### config.mk
export PLATFORM = sky130hd
export DESIGN_NAME = pinbank_ctrl
export DESIGN_NICKNAME = d
export VERILOG_FILES = /design/src/rtl/pinbank_pkg.sv /design/src/rtl/pinbank_sync.sv /design/src/rtl/pinbank_detect.sv /design/src/rtl/pinbank_slice.sv /design/src/rtl/pinbank_ctrl.sv
export SDC_FILE = /design/constraint.sdc
export NUM_CORES = 2
export LEC_CHECK = 0
export BUFFER_PORTS_ARGS = -buffer_cell sky130_fd_sc_hd__buf_4
export CAP_MARGIN = 20
export CORE_MARGIN = 1
export CORE_UTILIZATION = 60
export DETAILED_ROUTE_END_ITERATION = 6
export PLACE_DENSITY = 0.79
export SLEW_MARGIN = 20
export SYNTH_ARGS = -nofsm -noshare
export SYNTH_HDL_FRONTEND = slang
export SYNTH_SLANG_ARGS = --single-unit
export TNS_END_PERCENT = 1
### constraint.sdc
create_clock -name clk -period 2.8 [get_ports clk]
set_input_delay 0.28 -clock clk [delete_from_list [all_inputs] [get_ports clk]]
set_output_delay 0.28 -clock clk [all_outputs]
set_load 0.02 [all_outputs]
### src/rtl/pinbank_pkg.sv
package pinbank_pkg;
  localparam int CFG_W      = 17;
  localparam int F_PULL     = 0;
  localparam int F_MODE     = 4;
  localparam int F_OD       = 8;
  localparam int F_DIR      = 9;
  localparam int F_SRC      = 10;
  localparam int F_INV      = 11;
  localparam int F_FUNC     = 12;
  localparam int F_INOFF    = 15;
  localparam int F_VAL      = 16;
  localparam logic [CFG_W-1:0] CFG_RESET = 17'h08040;

  localparam logic [3:0] DET_LOW  = 4'h0;
  localparam logic [3:0] DET_HIGH = 4'h1;
  localparam logic [3:0] DET_RISE = 4'hD;
  localparam logic [3:0] DET_FALL = 4'hE;
  localparam logic [3:0] DET_BOTH = 4'hF;
endpackage

### src/rtl/pinbank_sync.sv
module pinbank_sync #(
  parameter int STAGES = 2
) (
  input  logic clk,
  input  logic rst,
  input  logic d,
  output logic q
);
  logic [STAGES-1:0] chain;

  always_ff @(posedge clk) begin
    if (rst) chain <= '0;
    else     chain <= {chain[STAGES-2:0], d};
  end

  assign q = chain[STAGES-1];
endmodule

### src/rtl/pinbank_detect.sv
module pinbank_detect
  import pinbank_pkg::*;
(
  input  logic       clk,
  input  logic       rst,
  input  logic [3:0] mode,
  input  logic       level,
  input  logic       clr,
  output logic       stat,
  output logic       is_edge,
  output logic       is_off
);
  logic prev;
  logic rise, fall, nxt;

  assign rise = level & ~prev;
  assign fall = ~level & prev;

  always_comb begin
    is_edge = 1'b0;
    is_off  = 1'b0;
    case (mode)
      DET_LOW:  nxt = ~level;
      DET_HIGH: nxt = level;
      DET_RISE: begin nxt = rise | (stat & ~clr);          is_edge = 1'b1; end
      DET_FALL: begin nxt = fall | (stat & ~clr);          is_edge = 1'b1; end
      DET_BOTH: begin nxt = rise | fall | (stat & ~clr);   is_edge = 1'b1; end
      default:  begin nxt = 1'b0;                          is_off  = 1'b1; end
    endcase
  end

  always_ff @(posedge clk) begin
    if (rst) begin
      prev <= 1'b0;
      stat <= 1'b0;
    end else begin
      prev <= level;
      stat <= nxt;
    end
  end
endmodule

### src/rtl/pinbank_slice.sv
module pinbank_slice
  import pinbank_pkg::*;
#(
  parameter int SYNC_STAGES = 2
) (
  input  logic             clk,
  input  logic             rst,
  input  logic             wr_en,
  input  logic [CFG_W-1:0] wdata,
  input  logic             clr,
  input  logic             par_bit,
  input  logic             pad_i,
  output logic [31:0]      rd_word,
  output logic             in_val,
  output logic             irq,
  output logic             pad_o,
  output logic             pad_oe_o,
  output logic [1:0]       pull,
  output logic [2:0]       func,
  output logic [CFG_W-1:0] cfg_o,
  output logic             is_edge,
  output logic             is_off
);
  logic [CFG_W-1:0] cfg;
  logic             synced;
  logic             drv, lvl;

  always_ff @(posedge clk) begin
    if (rst)        cfg <= CFG_RESET;
    else if (wr_en) cfg <= wdata;
  end

  pinbank_sync #(.STAGES(SYNC_STAGES)) u_sync (
    .clk(clk), .rst(rst), .d(pad_i), .q(synced)
  );

  assign in_val = synced & ~cfg[F_INOFF];

  pinbank_detect u_det (
    .clk(clk), .rst(rst), .mode(cfg[F_MODE +: 4]), .level(in_val),
    .clr(clr), .stat(irq), .is_edge(is_edge), .is_off(is_off)
  );

  // output source select then polarity
  assign drv = cfg[F_SRC] ? par_bit : cfg[F_VAL];
  assign lvl = drv ^ cfg[F_INV];

  always_ff @(posedge clk) begin
    if (rst) begin
      pad_o    <= 1'b0;
      pad_oe_o <= 1'b0;
    end else begin
      pad_o    <= lvl;
      pad_oe_o <= cfg[F_DIR] & (~cfg[F_OD] | ~lvl);
    end
  end

  assign rd_word = {7'd0, in_val, 7'd0, cfg};
  assign pull    = cfg[F_PULL +: 2];
  assign func    = cfg[F_FUNC +: 3];
  assign cfg_o   = cfg;
endmodule

### src/rtl/pinbank_ctrl.sv
module pinbank_ctrl
  import pinbank_pkg::*;
#(
  parameter int NUM_PINS    = 32,
  parameter int SYNC_STAGES = 2,
  parameter int ADDR_W      = $clog2(NUM_PINS + 4)
) (
  input  logic                  clk,
  input  logic                  rst,
  input  logic [ADDR_W-1:0]     bus_addr,
  input  logic                  bus_wr,
  input  logic                  bus_rd,
  input  logic [31:0]           bus_wdata,
  output logic [31:0]           bus_rdata,
  input  logic [NUM_PINS-1:0]   pad_in,
  output logic [NUM_PINS-1:0]   pad_out,
  output logic [NUM_PINS-1:0]   pad_oe,
  output logic [2*NUM_PINS-1:0] pad_pull,
  output logic [3*NUM_PINS-1:0] pad_func,
  output logic [NUM_PINS-1:0]   pin_irq
);
  localparam logic [ADDR_W-1:0] A_SNAP = ADDR_W'(NUM_PINS);
  localparam logic [ADDR_W-1:0] A_OUTV = ADDR_W'(NUM_PINS + 1);
  localparam logic [ADDR_W-1:0] A_LOCK = ADDR_W'(NUM_PINS + 2);
  localparam logic [ADDR_W-1:0] A_STAT = ADDR_W'(NUM_PINS + 3);

  logic [NUM_PINS-1:0]       par_q, lock_q, in_vec, clr_vec, edge_vec, off_vec;
  logic [31:0]               rd_word [NUM_PINS];
  logic [CFG_W*NUM_PINS-1:0] cfg_flat;
  logic [31:0]               rd_next;

  genvar gi;
  generate
    for (gi = 0; gi < NUM_PINS; gi++) begin : g_pin
      logic wr_pin;
      assign wr_pin      = bus_wr && (bus_addr == ADDR_W'(gi)) && !lock_q[gi];
      assign clr_vec[gi] = bus_wr && (bus_addr == A_STAT) && bus_wdata[gi];

      pinbank_slice #(.SYNC_STAGES(SYNC_STAGES)) u_slice (
        .clk(clk), .rst(rst), .wr_en(wr_pin), .wdata(bus_wdata[CFG_W-1:0]),
        .clr(clr_vec[gi]), .par_bit(par_q[gi]), .pad_i(pad_in[gi]),
        .rd_word(rd_word[gi]), .in_val(in_vec[gi]), .irq(pin_irq[gi]),
        .pad_o(pad_out[gi]), .pad_oe_o(pad_oe[gi]),
        .pull(pad_pull[2*gi +: 2]), .func(pad_func[3*gi +: 3]),
        .cfg_o(cfg_flat[CFG_W*gi +: CFG_W]),
        .is_edge(edge_vec[gi]), .is_off(off_vec[gi])
      );
    end
  endgenerate

  always_ff @(posedge clk) begin
    if (rst) begin
      par_q  <= '0;
      lock_q <= '0;
    end else if (bus_wr) begin
      if (bus_addr == A_OUTV) par_q  <= bus_wdata[NUM_PINS-1:0];
      if (bus_addr == A_LOCK) lock_q <= lock_q | bus_wdata[NUM_PINS-1:0];
    end
  end

  always_comb begin
    rd_next = '0;
    for (int i = 0; i < NUM_PINS; i++)
      if (bus_addr == ADDR_W'(i)) rd_next = rd_word[i];
    if (bus_addr == A_SNAP) rd_next = 32'(in_vec);
    if (bus_addr == A_OUTV) rd_next = 32'(par_q);
    if (bus_addr == A_LOCK) rd_next = 32'(lock_q);
    if (bus_addr == A_STAT) rd_next = 32'(pin_irq);
  end

  always_ff @(posedge clk) begin
    if (rst)         bus_rdata <= '0;
    else if (bus_rd) bus_rdata <= rd_next;
  end
endmodule

* After elaboration in Yosys (flattened, before gate mapping)
Index checks and enable logic that the tools add are counted.
** Operators by class
- Equality and inequality tests :: 163
- Multiplexer cells :: 100
- Bitwise logic cells :: 545
- Reductions and logical operators :: 164
** Operator list (count)
- two-way mux 32 bit :: 35
- == test 4 bit, second input constant :: 96
- inverter 1 bit :: 192
- bitwise AND 1 bit :: 160
- OR 1 bit :: 160
- case mux 1 bit (5 select lines) :: 32
- == test 4 x 1 -> 1 bit, second input constant :: 32
- zero test 4 bit :: 32
- logical AND 1 bit :: 97
- == test 6 x 5 -> 1 bit, second input constant :: 16
- == test 6 x 4 -> 1 bit, second input constant :: 8
- zero test 1 bit :: 32
- two-way mux 1 bit :: 32
- OR 32 bit :: 1
- XOR 1 bit :: 32
- two-way mux 25 bit :: 1
- == test 6 x 3 -> 1 bit, second input constant :: 4
- == test 6 bit, second input constant :: 4
- == test 6 x 2 -> 1 bit, second input constant :: 2
- == test 6 x 1 -> 1 bit, second input constant :: 1
- zero test 6 bit :: 1
- AND reduction 2 bit :: 2
** Storage, ports and cells
- Register bits after elaboration :: 832

* Depth between registers and ports, before layout
- Word-level depth :: 38
- Mapped depth :: 12
- Depth with buffers taken out :: 9

* Modules after synthesis
From an unflattened synthesis, not the netlist that was laid out.
** Unflattened totals
- Cell total of the unflattened synthesis :: 6083
- Area total of the unflattened synthesis :: 51922.3 sq um
** By module, submodules not included
- pinbank_slice :: times used 32, cells an instance 102, area an instance 978.4 sq um, sequential area each 380.4 sq um
- pinbank_ctrl :: times used 1, cells an instance 2051, area an instance 13845.8 sq um, sequential area each 1921.8 sq um
- pinbank_detect :: times used 32, cells an instance 20, area an instance 158.9 sq um, sequential area each 40.0 sq um
- pinbank_sync :: times used 32, cells an instance 4, area an instance 52.6 sq um, sequential area each 40.0 sq um

* Worst setup path before layout
No wires, ideal clock.
- Path type :: input to register
- Start :: input port bus_addr[0]
- End :: register bus_rdata[20]
- Library setup time :: 0.128 ns
- Data arrival time :: 2.085 ns
- Required time :: 2.672 ns
- Path slack :: 0.587 ns
- Stages :: 8
- Path buffers :: 5
- Cells stage by stage :: buf_4 buf_4 buf_2 buf_4 buf_2 mux4_2 a22oi_1 nor2_1
** Between the ends
- Longest elaborated chain between the ends :: 36
- Elaborated cells on any way between the ends :: 70
- Those cells by class :: eq/ne (35); mux (35)
** RTL lines
- from (decl) :: RTL line pinbank_ctrl.sv:10 : input logic [ADDR_W-1:0] bus_addr,
- == test 6 x 1 -> 1 bit :: RTL line pinbank_ctrl.sv:64 : if (bus_addr == ADDR_W'(i)) rd_next = rd_word[i];
- two-way mux 32 bit (31 in a row) :: RTL line pinbank_ctrl.sv:64
- two-way mux 32 bit :: RTL line pinbank_ctrl.sv:65 : if (bus_addr == A_SNAP) rd_next = 32'(in_vec);
- two-way mux 32 bit :: RTL line pinbank_ctrl.sv:66 : if (bus_addr == A_OUTV) rd_next = 32'(par_q);
- two-way mux 32 bit :: RTL line pinbank_ctrl.sv:67 : if (bus_addr == A_LOCK) rd_next = 32'(lock_q);
- two-way mux 32 bit (*) :: RTL line pinbank_ctrl.sv:68 : if (bus_addr == A_STAT) rd_next = 32'(pin_irq);
- to (signal assigned) :: RTL line pinbank_ctrl.sv:73 : else if (bus_rd) bus_rdata <= rd_next;
- to (decl) :: RTL line pinbank_ctrl.sv:14 : output logic [31:0] bus_rdata,
Mark *: on every way between the ends. The rest lies on a longest branch, timed or not.
A chain may end at the register's enable or synchronous reset.

* Worst setup path in the final report
- Start :: register g_pin[8].u_slice.cfg[15]
- End :: register bus_rdata[24]
** Between the ends
- Longest elaborated chain between the ends :: 30
** RTL lines
- from (decl) :: RTL line pinbank_slice.sv:24 : logic [CFG_W-1:0] cfg;
- from (signal assigned) :: RTL line pinbank_slice.sv:30 : else if (wr_en) cfg <= wdata;
- inverter 1 bit :: RTL line pinbank_slice.sv:37 : assign in_val = synced & ~cfg[F_INOFF];
- bitwise AND 1 bit :: RTL line pinbank_slice.sv:37
- via g_pin[8].u_slice.in_val :: RTL line pinbank_slice.sv:14 : output logic in_val,
- two-way mux 32 bit (24 in a row) :: RTL line pinbank_ctrl.sv:64
- two-way mux 32 bit :: RTL line pinbank_ctrl.sv:65
- two-way mux 32 bit :: RTL line pinbank_ctrl.sv:66
- two-way mux 32 bit :: RTL line pinbank_ctrl.sv:67
- two-way mux 32 bit :: RTL line pinbank_ctrl.sv:68
The timed path passes the listed nets, and every way through them passes these cells.

==> metrics.csv <==
metric;value;unit
status;finished, violations left;
violations;design-rule violations;
maxSlewHeadroom;0.408;
rsz0062_at_grt;no;
slew_viol_final;0;
yosysWarnings;0;
tightest_slew;886;ps
synth-seq-cells;832;
io-pin-count;362;
worst_hold_path_type;input pin to register;
cts.htree.levels;3;
port_buffers;361;
clkSlewWorstSetupHoldPaths;70;ps
hold_viol;0;
syn-instance-count;5134;
synth_common_cells;nand2_1 (1309), dfxtp_1 (832), a21oi_1 (779);
vias;40800;
cts_buffers;86;
required;3370;ps
yosys.area.top_type;dfxtp_1;
fin_hold_ws;24.2;ps
cp.arrival;3230;ps
postRouteWirelength;176;mm
post_drt_via_cell_ratio;6.60;
yosys-top-cells-area;dfxtp_1 (41%), nand2_1 (12%), a21oi_1 (9.7%);
place_ws;-118;ps
nFillCells;5074;
yosysMostFrequentCell;nand2_1;
clock_path_buffers;3;
total_leakage_power;0.0175;uW
crit_type;register to register;
cts-root-buf;clkbuf_16;
ir_drop;0.664;mV
finalClockSkew;19.1;ps
endpoint_kind;register;
wl_per_cell;28.3;um
fin_nets;5393;
grt-ovfl-total;0;
grt_max_degree;184;
synth-async-reset-ratio;0;
clkSinkCount;832;
fin_crit;2660;ps
power_density;571;nW/um2
crit_fanout;4;
ant_nets;0;
die_h;261;um
layout_setup_ws;143;ps
dpl.hpwl;124;mm
syn_area;40300;um2
drtIter0Drc;7693;
cp-start-kind;register;
synth_flop_cell;dfxtp_1;
synth_nets;5272;
maxCapViolCount;0;
grt_pass1_vias;37300;
synth_top_area_share;0.413;
die_w;261;um
core-area;66100;um2
ys_seq_area_frac;0.413;
cts_tree;built;
gp_congestion;1.07;
die_area;68200;um2
antenna_found_initial;8;
drc;41;
timing.final.crit_share;0.949;
grt_pass1_wl;250;mm
drive_gt1_frac;0.177;
rows;94;
synth_edf_count;0;
clkLatencyLatePin;670;ps
first_pass_iters;7;
yosysUniqueCellTypes;81;
timing.setup.tns;0;ps
cts_setup_buffers;0;
start_util;0.609;
setup_violations;0;
track_usage;0.499;
fmax;376;MHz
synth.avg_cell_area;7.85;um2
syn_to_final_growth;16.3;%
## cells by family after synthesis
| kind of cell | after synthesis | share of synthesized area |
|---|---|---|
| AND/OR/NAND/NOR | 2033 | 0.224 |
| XOR/XNOR | 32 | 0.00696 |
| buffers and inverters | 735 | 0.0978 |
| adder cells (fa/ha/maj) | 64 | 0.0199 |
| AO/OA/AOI/OAI | 1266 | 0.179 |
| flip-flops | 832 | 0.413 |
| multiplexers | 172 | 0.0584 |
## through the flow
| step | utilization | total power (uW) | cell area, um2 | cells |
|---|---|---|---|---|
| 6_report | 0.709 | 26800 | 46900 | 6191 |
| 5_1_grt | 0.709 | 27200 | 46900 | 6187 |
| 4_1_cts | 0.709 | 26600 | 46900 | 6187 |
| 3_5_place_dp | 0.655 | 14200 | 43300 | 5984 |
| 3_3_place_gp | 0.655 | 14100 | 43300 | 5984 |
| 2_1_floorplan | - | 13200 | 40300 | 5134 |
## placed cells by master, fill, tap and decap left out, drive strengths merged, types with 68 or more instances in the layout
master,n
nand2,1309
nor2b,101
nor2,266
nand3b,68
o21ai,152
clkbuf,115
mux2i,81
inv,78
a21oi,779
nor3,81
dfxtp,832
buf,651
## sequential cells by signal (all words and copies together) (netlist names)
name,cells
lock_q,32
g_pin.u_slice.u_sync.chain,64
g_pin.u_slice.pad_oe_o,32
par_q,32
g_pin.u_slice.pad_o,32
g_pin.u_slice.u_det.stat,32
bus_rdata,32
g_pin.u_slice.cfg_o,544
g_pin.u_slice.u_det.prev,32
## power by group
group | switching, uW | internal, uW
combinational | 1370 | 644
sequential | 122 | 11900
clock | 5190 | 7510
## metal layers
layer  global-route usage  part of all wire
met5               0.0132            0.0012
met4                0.288             0.069
met1                0.662              0.36
met3                0.149              0.15
met2                0.719              0.41
## path summary, 6_finish.rpt
path                                     startpoint                                 to  slack [ps]  cells past startpoint
hold / removal                         bus_wdata[9]         g_pin[10].u_slice.cfg_o[9]          20                      3
hold reg to reg   g_pin[22].u_slice.u_sync.chain[0]  g_pin[22].u_slice.u_sync.chain[1]         440                      1
setup reg to reg         g_pin[8].u_slice.cfg_o[15]                      bus_rdata[24]         140                      9
setup / recovery         g_pin[8].u_slice.cfg_o[15]                      bus_rdata[24]         140                      9
## layout make-up
type                       instances  area, um2  area share
sequential                       832      16700       0.355
inverter                          69        259     0.00553
tap                              864       1080      0.0231
antenna                            4       10.0    0.000214
clock buffer                     114       2410      0.0514
multi-input combinational       3567      19800       0.422
clock inverter                    42        683      0.0146
timing repair buffer             699       6010       0.128
## worst max-delay path: stages, from the launching register on
cell	delay [ps]
dfxtp_1	450
nand2b_1	220
inv_1	110
mux4_2	480
a222oi_1	340
a221oi_1	110
a211oi_1	370
buf_4	190
o31ai_1	70
a41o_1	230
## what timing repair did
item	in CTS	in global routing
hold endpoints to repair	62	0
resized for setup	0	0
hold buffers	47	0
No activity file was read; power rests on OpenSTA's default activity.
